--- src/rtl/gsched_pkg.sv ---
package gsched_pkg;
  // Advance an index by one with wrap at limit n.
  function automatic int wrap_next(input int cur, input int n);
    return (cur + 1 >= n) ? 0 : cur + 1;
  endfunction
endpackage

--- src/rtl/gsched_rr_pick.sv ---
module gsched_rr_pick #(
  parameter int N  = 4,
  localparam int IW = (N > 1) ? $clog2(N) : 1
) (
  input  logic [N-1:0]  vec,
  input  logic [IW-1:0] start,
  output logic          found,
  output logic [IW-1:0] idx
);
  always_comb begin
    found = 1'b0;
    idx   = start;
    for (int i = 0; i < N; i++) begin
      int j;
      j = int'(start) + i;
      if (j >= N) j = j - N;
      if (!found && vec[j]) begin
        found = 1'b1;
        idx   = IW'(j);
      end
    end
  end

  always_comb begin
    if (found) begin
      p_pick_is_set_r3: assert (vec[idx]) else $error("picked index not set");
    end
  end
endmodule

--- src/rtl/gsched_ring_sel.sv ---
module gsched_ring_sel
  import gsched_pkg::*;
#(
  parameter int R  = 4,
  parameter int WW = 4,
  localparam int RW = (R > 1) ? $clog2(R) : 1
) (
  input  logic          clk,
  input  logic          rst_n,
  input  logic [R-1:0]  ne,
  input  logic [R-1:0]  strict,
  input  logic [R*WW-1:0] weight,
  input  logic          take,
  output logic          has_work,
  output logic [RW-1:0] pick,
  output logic          pick_strict
);
  logic [RW-1:0] wptr_q, wptr_d;
  logic [WW:0]   used_q, used_d;
  logic [R-1:0]  s_vec, w_vec;
  logic          s_found, w_found;
  logic [RW-1:0] s_idx, w_srch_idx, w_idx, srch_start;
  logic          stay;
  logic [WW:0]   weff_ptr, weff_sel, used_new;

  function automatic logic [WW:0] eff_weight(input logic [WW-1:0] w);
    return (w == '0) ? (WW+1)'(1) : {1'b0, w};
  endfunction

  assign s_vec = ne & strict;
  assign w_vec = ne & ~strict;
  assign srch_start = RW'(wrap_next(int'(wptr_q), R));

  gsched_rr_pick #(.N(R)) u_strict (
    .vec(s_vec), .start('0), .found(s_found), .idx(s_idx));
  gsched_rr_pick #(.N(R)) u_wsrch (
    .vec(w_vec), .start(srch_start), .found(w_found), .idx(w_srch_idx));

  always_comb begin
    weff_ptr    = eff_weight(weight[int'(wptr_q)*WW +: WW]);
    stay        = w_vec[wptr_q] && (used_q < weff_ptr);
    w_idx       = stay ? wptr_q : w_srch_idx;
    weff_sel    = eff_weight(weight[int'(w_idx)*WW +: WW]);
    has_work    = s_found || w_found || stay;
    pick_strict = s_found;
    pick        = s_found ? s_idx : w_idx;
    used_new    = (stay ? used_q : '0) + (WW+1)'(1);
    wptr_d      = wptr_q;
    used_d      = used_q;
    if (take && !s_found && (stay || w_found)) begin
      if (used_new >= weff_sel) begin
        wptr_d = RW'(wrap_next(int'(w_idx), R));
        used_d = '0;
      end else begin
        wptr_d = w_idx;
        used_d = used_new;
      end
    end
  end

  always_ff @(posedge clk or negedge rst_n) begin
    if (!rst_n) begin
      wptr_q <= '0;
      used_q <= '0;
    end else if (take) begin
      wptr_q <= wptr_d;
      used_q <= used_d;
    end
  end

  p_strict_keeps_credit_r9: assert property (@(posedge clk) disable iff (!rst_n)
    (take && pick_strict) |=> ($stable(wptr_q) && $stable(used_q)))
    else $error("strict grant disturbed weighted state");
endmodule

--- src/rtl/gsched_top.sv ---
module gsched_top
  import gsched_pkg::*;
#(
  parameter int GROUPS = 4,
  parameter int RINGS  = 4,
  parameter int WW     = 4,
  localparam int GW = (GROUPS > 1) ? $clog2(GROUPS) : 1,
  localparam int RW = (RINGS > 1) ? $clog2(RINGS) : 1,
  localparam int NR = GROUPS * RINGS
) (
  input  logic             clk,
  input  logic             rst_n,
  input  logic             req,
  input  logic [NR-1:0]    ring_nonempty,
  input  logic [NR-1:0]    ring_strict,
  input  logic [NR*WW-1:0] ring_weight,
  output logic             grant_valid,
  output logic [GW-1:0]    grant_group,
  output logic [RW-1:0]    grant_ring
);
  logic [GROUPS-1:0] gwork, take;
  logic [RW-1:0]     gpick [GROUPS];
  logic [GROUPS-1:0] gstrict;
  logic [GW-1:0]     gptr_q, gptr_d, gsel;
  logic              gfound, fire;
  logic              valid_d;
  logic [GW-1:0]     group_d;
  logic [RW-1:0]     ring_d;

  for (genvar g = 0; g < GROUPS; g++) begin : g_grp
    assign take[g] = fire && (gsel == GW'(g));
    gsched_ring_sel #(.R(RINGS), .WW(WW)) u_sel (
      .clk(clk), .rst_n(rst_n),
      .ne(ring_nonempty[g*RINGS +: RINGS]),
      .strict(ring_strict[g*RINGS +: RINGS]),
      .weight(ring_weight[g*RINGS*WW +: RINGS*WW]),
      .take(take[g]),
      .has_work(gwork[g]),
      .pick(gpick[g]),
      .pick_strict(gstrict[g]));
  end

  gsched_rr_pick #(.N(GROUPS)) u_grp (
    .vec(gwork), .start(gptr_q), .found(gfound), .idx(gsel));

  always_comb begin
    fire    = req && gfound;
    valid_d = fire;
    gptr_d  = fire ? GW'(wrap_next(int'(gsel), GROUPS)) : gptr_q;
    group_d = fire ? gsel : grant_group;
    ring_d  = fire ? gpick[gsel] : grant_ring;
  end

  always_ff @(posedge clk or negedge rst_n) begin
    if (!rst_n) begin
      gptr_q      <= '0;
      grant_valid <= 1'b0;
      grant_group <= '0;
      grant_ring  <= '0;
    end else begin
      grant_valid <= valid_d;
      if (fire) begin
        gptr_q      <= gptr_d;
        grant_group <= group_d;
        grant_ring  <= ring_d;
      end
    end
  end

  p_valid_needs_req_r2: assert property (@(posedge clk) disable iff (!rst_n)
    grant_valid |-> $past(req)) else $error("valid without request");

  p_empty_no_grant_r2: assert property (@(posedge clk) disable iff (!rst_n)
    (req && (ring_nonempty == '0)) |=> !grant_valid)
    else $error("grant with all rings empty");

  p_work_gets_grant_r2: assert property (@(posedge clk) disable iff (!rst_n)
    (req && (ring_nonempty != '0)) |=> grant_valid)
    else $error("pending work not granted");

  p_hold_idx_r2: assert property (@(posedge clk) disable iff (!rst_n)
    !$past(req) |-> ($stable(grant_group) && $stable(grant_ring)))
    else $error("indices moved without request");

  p_strict_first_r4: assert property (@(posedge clk) disable iff (!rst_n)
    (fire && ((ring_nonempty[gsel*RINGS +: RINGS] & ring_strict[gsel*RINGS +: RINGS]) != '0))
    |-> gstrict[gsel]) else $error("weighted ring beat strict ring");
endmodule

--- config.mk ---
export PLATFORM = sky130hd
export DESIGN_NAME = gsched_top
export DESIGN_NICKNAME = d
export VERILOG_FILES = /design/src/rtl/gsched_pkg.sv /design/src/rtl/gsched_rr_pick.sv /design/src/rtl/gsched_ring_sel.sv /design/src/rtl/gsched_top.sv
export SDC_FILE = /design/constraint.sdc
export NUM_CORES = 1
export LEC_CHECK = 0
export BUFFER_PORTS_ARGS = -buffer_cell sky130_fd_sc_hd__buf_4
export CORE_AREA = 8 8 132 134
export CTS_CLUSTER_SIZE = 10
export DETAILED_ROUTE_END_ITERATION = 8
export DIE_AREA = 0 0 140 142
export PLACE_DENSITY = 0.63
export SLEW_MARGIN = 20
export SYNTH_ARGS = -nofsm -noshare
export SYNTH_HDL_FRONTEND = slang
export SYNTH_HIERARCHICAL = 1
export SYNTH_SLANG_ARGS = --single-unit
--- constraint.sdc ---
create_clock -name clk -period 6.47 [get_ports clk]
set_input_delay 0 -clock clk [delete_from_list [all_inputs] [get_ports clk]]
set_output_delay 0 -clock clk [all_outputs]
set_load 0.05 [all_outputs]
## After elaboration in Yosys (flattened, before gate mapping)

Index checks and enable logic that the tools add are counted.
W data, S select, Z words.

- Magnitude comparators: 62
- Multiplexer cells: 196
- Bitwise logic cells: 13
- Shift operators: 8
- Reductions and logical operators: 100
- Add/sub/neg operators: 48
- Eq/ne operators: 3

Operators by type and width:

| cell | count |
|---|---|
| $lt A32 B4 Y1 const B | 20 |
| $mux W32 | 20 |
| $shiftx A16 B5 Y4 | 8 |
| $mux W2 | 51 |
| $ge A32 B4 Y1 const B | 3 |
| $sub A32 B4 Y32 const B | 3 |
| $mux W1 | 84 |
| $ge A3 B3 Y1 const B | 22 |
| $bmux W1 S2 | 24 |
| $sub A3 B3 Y4 const B | 12 |
| $logic_and A1 B1 Y1 | 44 |
| $add A2 B1 Y3 const B | 14 |
| $mux W5 | 8 |
| $and A4 B4 Y4 | 8 |
| $logic_not A4 Y1 | 8 |
| $mux W4 | 8 |
| $logic_not A1 Y1 | 31 |
| $add A2 B2 Y3 const B | 10 |
| $add A5 B1 Y5 const B | 4 |
| $ge A5 B5 Y1 | 4 |
| $lt A5 B5 Y1 | 4 |
| $sub A2 B3 Y4 const B | 5 |
| $not A4 Y4 | 4 |
| $ge A2 B3 Y1 const B | 5 |
| 8 further kinds | 26 |

- Register bits: 35
- Logic and storage cells: 442

## Logic depth before layout (Yosys ltp)

Gate-level depths: netlist of the first run.

- Word-level depth: 38
- Gate-level depth with buffers: 22

## Cells and area by module

Netlist of the first run, hierarchy kept.

Modules (own cells, without submodules):

| module | cells each | area each (um^2) | instances |
|---|---|---|---|
| gsched_ring_sel | 96 | 953.4 | 4 |
| gsched_rr_pick | 16 | 96.3 | 9 |
| gsched_top | 28 | 389.1 | 1 |

## Worst setup path after synthesis of the first run

Ideal clock, no wire load.

- Kind: reg-to-reg
- From: register g_grp[0].u_sel.wptr_q[0]
- To: register g_grp[0].u_sel.wptr_q[1]
- Path buffers: 2
- Arrival time: 4,515 ps
- Stages on the path, launching flop included: 23
- Slack: 1,820 ps
- Cell sequence: dfrtp_1 -> buf_6 -> mux4_2 -> inv_1 -> ha_1 -> a21oi_1 -> nor2b_1 -> nor4b_1 -> and2_4 -> mux2_4 -> buf_6 -> mux2i_1 -> mux2_2 -> a31o_1 -> ha_1 -> nand2b_1 -> a21o_1 -> a21o_1 -> a21o_1 -> a41o_1 -> nand2_1 -> xnor2_1 -> o21ai_0

- Cells in the longest elaborated chain, start to end: 38
- Elaborated cells between the ends (all ways): 97

RTL lines:

| what | RTL line | RTL |
|---|---|---|
| from (decl) | gsched_ring_sel.sv:18 | `logic [RW-1:0] wptr_q, wptr_d;` |
| from (signal assigned) | gsched_ring_sel.sv:66 | `wptr_q <= wptr_d;` |
| parallel branches: the longest is 38 deep, another holds $sub A3 B3 Y4 | n/a |  |

Parallel ways; which one is timed is not known. The select of a mux whose other input is x is not followed.
A chain may end at the register's enable or synchronous reset.

## Worst setup path after layout of the first run

- From: register g_grp[2].u_sel.wptr_q[0]
- To: register g_grp[2].u_sel.wptr_q[1]

- Cells in the longest elaborated chain, start to end: 38
- Elaborated cells between the ends (all ways): 97

RTL lines:

| what | RTL line |
|---|---|
| from (decl) | gsched_ring_sel.sv:18 |
| from (signal assigned) | gsched_ring_sel.sv:66 |
| parallel branches: the longest is 38 deep, another holds $sub A3 B3 Y4 | n/a |

Parallel ways; which one is timed is not known. The select of a mux whose other input is x is not followed.

==> reports/summary.md, run 1 <==
Dividing the detail-routed via count by the number of cells gives 4.95. Critical path's slowest cell: dfrtp_1. The run gives 17.3% as the sequential element share of the synthesized area. The via count was 4326. Setup violations remaining at the end of the flow were counted as 0. Summing all non-filler instances in the final layout gives an area of 6240 um^2. For the final weighted congestion in routability-driven placement, the log shows 0.792. The startpoint of the most critical setup path was g_grp[2].u_sel/wptr_q[0]. Average routed wire per standard cell: 14.0 um. The worst register-to-register path begins at g_grp[2].u_sel/wptr_q[0]. Number of sinks driven by the clock tree: 35. For the global-route wire length before repair, the log shows 21200 um.

Entering global routing, the biggest net connects 36 pins. The flow ran to the end, and the final reports show no timing, DRC or antenna violations. The total inserted antenna cells was 0; the critical-path maximum fanout was 9. The most frequent cell on the critical path is a21o_1. For this design the static power due to leakage is 2.99 nW.

The worst setup path is launched from a flip-flop. Including well taps, the total number of placed cells is 865. The slew at the pin with the worst max-slew slack was 800 ps; the count of standard-cell rows was 46. Max-cap violations in this run came to 0. The biggest cell delay along the critical path was 610 ps; the buffer levels on the longest clock path was 2. The count of nets left with antenna violations once routing finished came out at 0.

At the worst endpoint, the required time is 6590 ps. The number of distinct standard cells referenced by the synthesized netlist came out at 38. Setup repair after global routing left no endpoint under its margin.

The post-route netlist has 28.0% of its cells at a drive strength greater than 1. Clock latency on the worst-skew pair, taken at its later pin, is 280 ps. Summed over all nets, the half-perimeter wirelength after detailed placement is 10200 um. The worst pin sits at a relative slew slack of 46.3%. Clock-pin slew was measured on the worst setup and hold paths at 50 ps. The leading register cell type out of synthesis was dfrtp_1.

The final layout contains 820 nets. Leaving out fill and tap cells, the most frequent cell in the layout is buf_4. In this run the worst hold path is classified as primary input to flip-flop. The vertical die dimension is 142 um, and the clock tree skew after final layout is 5.45 ps.

In the post-route analysis, the smallest setup slack over all paths is 1320 ps. The x dimension of the die works out to 140 um. Traced cell by cell, the critical path runs through mux4_2, inv_1, ha_1, a21oi_1, nor2b_1, nor4b_1, nand2_2, mux2i_4, mux4_2, a31o_1, ha_1, nand2b_1, a21o_1, a21o_1, a21o_1, a41o_1, nand2_1, xnor2_1, o21ai_0.

The tools report the critical path capture point type as a flip-flop. For this block, the initial DRC count from the detailed router was 280. At the worst endpoint, the arrival time is 5280 ps. In this run the tool buffered the top-level ports with 103 buffer cells. For the total standard cell area after synthesis, the log shows 5070 um^2. Source of the worst hold timing path: req. The tools report the final routed wirelength across all metal layers as 12200 um. In the routed design, unresolved DRC markers number 0.

The leftover overflow at the end of global routing is 0. The area added between synthesis and finish is 23.2%, and the maximum resistive drop on vdd is 0.142 mV. The synthesized design contains 35 register bits. Global routing used 12.7% of the available tracks across all layers.

Dividing the final minimum period by the clock period gives 79.7%. The tools report the number of levels in the clock H-tree as 2. The timing-limited maximum frequency was 0.194 GHz; the starting utilization of the core area was 32.9%.

For the top-level port count, the log shows 104. Root buffer cell: clkbuf_16. The post-synthesis instance total came out at 556. Cells fill 40.5% of the core in the end. The total count of max-transition violations in the final report was 0; the area of the die was 19900 um^2.

The count of cells in the finished layout, fillers not included, comes to 874. For the number of warning messages in the yosys log, the log shows 6. The number of failing hold endpoints at the final stage came out at 0. The worst setup path is of the flip-flop to flip-flop kind.

The average cell area after synthesis is 9.12 um^2. The tools report the via count of the first global-routing pass as 4494. The post-synthesis async set-or-reset flop share is 100%. The worst path in the final design needs a cycle of 5150 ps, including I/O delays and setup.

TritonCTS created 5 clock buffers. The setup total negative slack was 0 ps; the cell area reported after detailed placement was 6080 um^2. At the placement stage, the worst setup path has a slack of 1260 ps. The core region is 15400 um^2. Grouping stages by cell kind, the critical path spends the most delay in multiplexers. The number of synthesized flops with an enable pin came out at 0. For this run, the detailed router's first-pass iteration total came to 4.

Power spread over the standard cell area amounts to 363 nW/um^2. Number of buffer and inverter stages on the critical path: 1. The top cell types in the final layout, fill and taps aside, are buf_4, nand2_1, ha_1.

Number of antenna violations at the first check in global routing: 0. TritonCTS built the clock tree.
-- tightest hold or removal path, stage by stage --
cell and delay (ps):
buf_4 100, nand2_1 200, inv_1 100
-- path summary, 6_finish.rpt --
path / endpoint / slack (ps) / depth (start not counted)
setup reg to reg: g_grp[2].u_sel/wptr_q[1] / 1320 / 19
hold / removal: grant_valid / 170 / 3
hold reg to reg: g_grp[1].u_sel/used_q[4] / 510 / 1
min in group asynchronous: g_grp[3].u_sel/used_q[0] / 240 / 2
setup / recovery: g_grp[2].u_sel/wptr_q[1] / 1320 / 19
max in group asynchronous: g_grp[1].u_sel/used_q[4] / 5890 / 2
-- registers in the layout, indices dropped and copies added, names as in the netlist --
signal / cells
g_grp.u_sel/used_q: 20
g_grp.u_sel/wptr_q: 8
gptr_q: 2
grant_group: 2
grant_ring: 2
grant_valid: 1
-- synthesized netlist by cell type, types with 9 or more instances --
| library cell | instances | area share [%] |
|---|---|---|
| nand4b_1 | 13 | 2.2 |
| xnor2_1 | 12 | 2.1 |
| and2_1 | 20 | 2.5 |
| nor2b_1 | 33 | 4.1 |
| a221oi_2 | 9 | 2.7 |
| mux4_2 | 24 | 11 |
| a21oi_1 | 13 | 1.3 |
| mux2i_1 | 28 | 5.5 |
| or3_1 | 13 | 1.6 |
| ha_1 | 40 | 9.9 |
| mux2_2 | 22 | 4.9 |
| o21ai_0 | 25 | 2.5 |
| nand2b_1 | 26 | 3.2 |
| inv_1 | 36 | 2.7 |
| nor2_1 | 31 | 2.3 |
| a21o_1 | 21 | 3.1 |
| dfrtp_1 | 35 | 17 |
| nand2_1 | 60 | 4.4 |
| nand3b_1 | 9 | 1.3 |
-- kinds of logic (layout without fill, tap and decap cells) --
family,Yosys count,after routing,share of synthesized area [%]
flip-flops,35,35,17.3
other,4,32,0.296
AO/OA/AOI/OAI,92,92,13.7
multiplexers,84,84,25.1
XOR/XNOR,16,16,2.76
buffers and inverters,52,150,5.13
AND/OR/NAND/NOR,233,233,25.9
adder cells (fa/ha/maj),40,40,9.87
-- layer usage --
metal | vias to the layer above | wire, um | GRT usage, %
met4 | 0 | 82 | 2.29
met2 | 62 | 5990 | 22.6
met1 | 2017 | 5770 | 15.8
met3 | 7 | 404 | 2.28
li1 | 2240 | - | -
met5 | - | 0 | 0
-- cell type report --
cell class              count  area (um^2)
flip-flops and latches     35          876
inverters                  36          135
clock buffers               8          156
well taps                 192          240
multi-input cells         497         4040
fillers                  1577         9180
repair buffers            106          798
-- repair_timing --
action                     CTS  global route
hold endpoints to repair    35             0
hold buffers                 1             0
gates resized for setup      0             0
setup endpoints to repair    0             0
buffers inserted             0             0
-- per-stage QoR --
stage / hold WS [ps] / power [W]
after global routing: 234 / 0.00250
after detailed placement: 5.50 / 0.00203
after floorplan: -296 / 0.00173
after CTS: 187 / 0.00230
final: 175 / 0.00227
after global placement: 7.05 / 0.00202
-- power breakdown --
group / total (W) / leakage, nW / switching, W / internal (W)
Combinational: 0.00160 / 2.46 / 0.000760 / 0.000839
Clock: 0.000253 / 0.0772 / 0.0000894 / 0.000164
Sequential: 0.000412 / 0.457 / 0.000129 / 0.000283
Total: 0.00227 / 2.99 / 0.000979 / 0.00129
(Power assumes the default switching activity.)
==> inputs of run 2 (changes only) <==
--- a/config.mk
+++ b/config.mk
@@ -5,12 +5,13 @@
 export SDC_FILE = /design/constraint.sdc
 export NUM_CORES = 1
 export LEC_CHECK = 0
+export ABC_AREA = 1
 export BUFFER_PORTS_ARGS = -buffer_cell sky130_fd_sc_hd__buf_4
-export CORE_AREA = 8 8 132 134
+export CORE_AREA = 8 8 157 159
 export CTS_CLUSTER_SIZE = 10
 export DETAILED_ROUTE_END_ITERATION = 8
-export DIE_AREA = 0 0 140 142
-export PLACE_DENSITY = 0.63
+export DIE_AREA = 0 0 165 167
+export PLACE_DENSITY = 0.61
 export SLEW_MARGIN = 20
 export SYNTH_ARGS = -nofsm -noshare
 export SYNTH_HDL_FRONTEND = slang
==> constraint.sdc (replaced) <==
create_clock -name clk -period 4.8 [get_ports clk]
set_input_delay 0 -clock clk [delete_from_list [all_inputs] [get_ports clk]]
set_output_delay 0 -clock clk [all_outputs]
set_load 0.05 [all_outputs]
==> run 2 against run 1 <==
Via count is 87% higher; die area is 39% higher; sequential power is 54% higher.
==> reports/summary.md, run 2 <==
The internal power of the cells totals 0.00260 W. The logs give 8490 um^2 for the cell area reported after detailed placement and 19700 um for the final routed wirelength across all metal layers. For the max-capacitance violation count, the log shows 0. The worst hold path belongs to the class primary input to flip-flop. The x dimension of the die was 165 um.

Registers are responsible for 9.5% of the overall power. Leading cell type by number of instances after synthesis: nand2_1. During I/O placement, the number of pins put on the boundary was 104. The total overflow left after global routing is 0.

The port buffer count is 103. The count of final setup violators is 0. Largest area contributor in the netlist: nand2_1. The most common cell after layout, fill and taps aside was nand2_1. Flip-flop count of the largest register, all copies and words added: 20.

For the timing-limited maximum frequency, the log shows 0.233 GHz. After synthesis, the cell types taking the most area are nand2_1, nand3_1, dfrtp_1, ha_1, inv_1. For this run, the leading register cell type out of synthesis is dfrtp_1.

TritonCTS built the clock tree. The fraction of power consumed by combinational cells came out at 85.8%. For this block, the initial DRC count from the detailed router was 358.

The DRC violation count after routing was 0. The total half-perimeter wirelength after legalization and detailed placement is 16300 um. Counting cells, the worst reg-to-reg path comes to 25.

On the worst path, the slowest cell contributes a delay of 540 ps. The share of the cycle needed by the critical path after routing is 89.4%, and the maximum resistive drop on vdd is 0.298 mV. The startpoint kind of the worst setup timing path is a flip-flop.

Setup total negative slack on the finished layout was measured at 0 ps. The global-route wire length before repair came out at 33800 um. The run gives 11.9% as the sequential element share of the synthesized area. The synthesized-area fraction occupied by xor and xnor cells came out at 2.02%.

The first-pass iteration count of the detailed router came out at 5. The cell sitting at the root of the clock tree is a clkbuf_16. The adder-cell share of the synthesized area is 6.79%. The run finished with clean final reports. Clock latency on the worst-skew pair, taken at its later pin, is 270 ps. The number of synthesized flops with an enable pin was 0. The clock tree skew after final layout is 6.56 ps.

The tools report the number of antenna violations at the first check in global routing as 0. The critical path capture point type was a flip-flop. The total count of max-transition violations in the final report was 0. The critical path runs through a total of 25 cells.

Together, buffers and inverters on the worst path number 4. After detailed routing, the average wire length per cell comes to 11.3 um. At the end of routability-driven placement, the weighted congestion stood at 0.865. The number of distinct standard cells referenced by the synthesized netlist was 31; the proportion of layout cells with a drive suffix above 1 was 18.6%. Summing over every cut layer, the via total after detailed routing is 8111.

Number of failing hold endpoints at the final stage: 0. The average cell area after synthesis is 5.54 um^2, and the total power divided by cell area is 773 nW/um^2. Of the total synthesized cell area, the portion taken by AND, OR, NAND and NOR gates is 60.4%.

The tools report the number of buffers added by the clock tree synthesis step as 5. The critical path's slowest cell is dfrtp_1. Once detail routing completed, the nets flagged for antenna violations numbered 0.

Of the post-synthesis cell area, the dominant cell type holds 30.8%. CTS built an H-tree with a depth of 2. The area of the die was 27600 um^2. The run gives 35 as the number of sinks driven by the clock tree. In this run the cell area of the synthesized design comes to 7370 um^2. The post-synthesis instance total was 1332. Data on the critical path arrives at its endpoint at 4460 ps. In this run the worst path has a maximum fanout of 15. The final critical-path required period works out to 4290 ps. Grouping stages by cell kind, the critical path spends the most delay in simple AND/OR/NAND/NOR gates.

After synthesis the netlist holds a flip-flop and latch count of 35. For the power share of the clock group, the log shows 4.7%. For the total inserted antenna cells, the log shows 0. After clock tree synthesis, the clock-pin slew on the worst setup and hold paths is 50 ps. Dividing the detail-routed via count by the number of cells gives 4.65.

The largest registers in the layout are g_grp.u_sel/used_q x20, g_grp.u_sel/wptr_q x8. Entering global routing, the biggest net connects 36 pins. By count the netlist is led by nand2_1, nand3_1, inv_1, nand2_2, nor2_1. The most frequent cell on the critical path is nand2_1. The combinational family with the most area after synthesis was simple AND/OR/NAND/NOR gates. Of the post-synthesis cell area, the part taken by muxes is 0%. Critical path class: flip-flop to flip-flop. For the buffer levels on the longest clock path, the log shows 2. More flip-flops sit in one register than any other, and that register is g_grp.u_sel/used_q. The analysis attributes to net switching a power of 0.00408 W. Post-synthesis async set-or-reset flop share: 100%. The net count of the finished layout is 1597. Counting instances, the worst hold path has a depth of 3. Row generation in the floorplan step produced 55 rows.

For the post-CTS setup buffer count, the log shows 0. The vertical die dimension was 167 um. In the layout the commonest cells are nand2_1, nand3_1, inv_1. The switching share of power is 61.0%, and the core area is 22200 um^2. Static leakage: 4.89 nW. During synthesis, Yosys emitted a total of 6 warnings.

The area added between synthesis and finish works out to 17.3%. For this run, the total global-route usage over all layers was measured as 14.0%. For the summed area of non-filler cells in the final layout, the log shows 8650 um^2.

The run gives 4970 ps as the required arrival time at the worst endpoint. The starting utilization of the core area came out at 33.2%. Hold is met by 178 ps. The via count of the first global-routing pass was 7590; the share of the synthesized area in compound gates (AO/OA/AOI/OAI) was 7.92%.
-- run 2: path summary, 6_finish.rpt --
path / start / end / slack (ps)
max in group asynchronous: rst_n / g_grp[1].u_sel/wptr_q[0] / 4220
min: req / grant_valid / 180
min reg2reg: grant_ring[0] / grant_ring[0] / 510
min in group asynchronous: rst_n / g_grp[1].u_sel/used_q[4] / 240
max reg2reg: g_grp[0].u_sel/wptr_q[0] / g_grp[3].u_sel/wptr_q[0] / 510
max: g_grp[0].u_sel/wptr_q[0] / g_grp[3].u_sel/wptr_q[0] / 510
-- run 2: tightest hold or removal path: cells and delay by family --
family,cells,cell delay (ps)
simple gates,1,170
buf+inv,2,230
-- run 2: final cells by class --
type                            count  area [um^2]
Sequential cell                    35          877
Timing Repair Buffer              109          821
Fill cell                        2483        13600
Clock inverter                      1         5.00
Inverter                          166          623
Multi-Input combinational cell   1141         5830
Tap cell                          285          357
Clock buffer                        6          139
-- run 2: cells by family after synthesis --
kind of cell               count (synthesis)
and+or+nand+nor                          965
other                                      4
adders and majority gates                 40
AOI/OAI and AO/OA                         83
buffers and inverters                    188
DFF                                       35
xor gates and xnor gates                  17
-- run 2: power by group through the flow --
stage	clock, W	combinational (W)	sequential (W)
3_3_place_gp	0	0.00565	0.000636
4_1_cts	0.000322	0.00575	0.000635
6_report	0.000312	0.00574	0.000635
3_5_place_dp	0	0.00572	0.000639
2_1_floorplan	0	0.00466	0.000575
5_1_grt	0.000333	0.00658	0.000663
-- run 2: metrics by stage --
step	cells	setup WS [ps]	power [W]	utilization [%]
6_report	1743	511	0.00669	38.9
5_1_grt	1743	-0.676	0.00758	38.9
4_1_cts	1743	206	0.00670	38.9
3_5_place_dp	1735	212	0.00636	38.2
3_3_place_gp	1735	353	0.00629	38.2
2_1_floorplan	1364	1080	0.00523	-
-- run 2: metal layers --
layer  track usage (%)  vias to the layer above  share of wire (%)
met2              23.5                      139                 47
met4              3.25                        0               0.84
met1              18.7                     3528                 48
li1                  -                     4432                  -
met3              1.68                       12                4.1
met5                 0                        -                  0
-- run 2: timing repair --
action | 4_1_cts | 5_1_grt
endpoints found under the hold margin | 35 | 0
endpoints found under the setup margin | 0 | 26
gates resized for setup | 0 | 2
hold buffers | 1 | 0
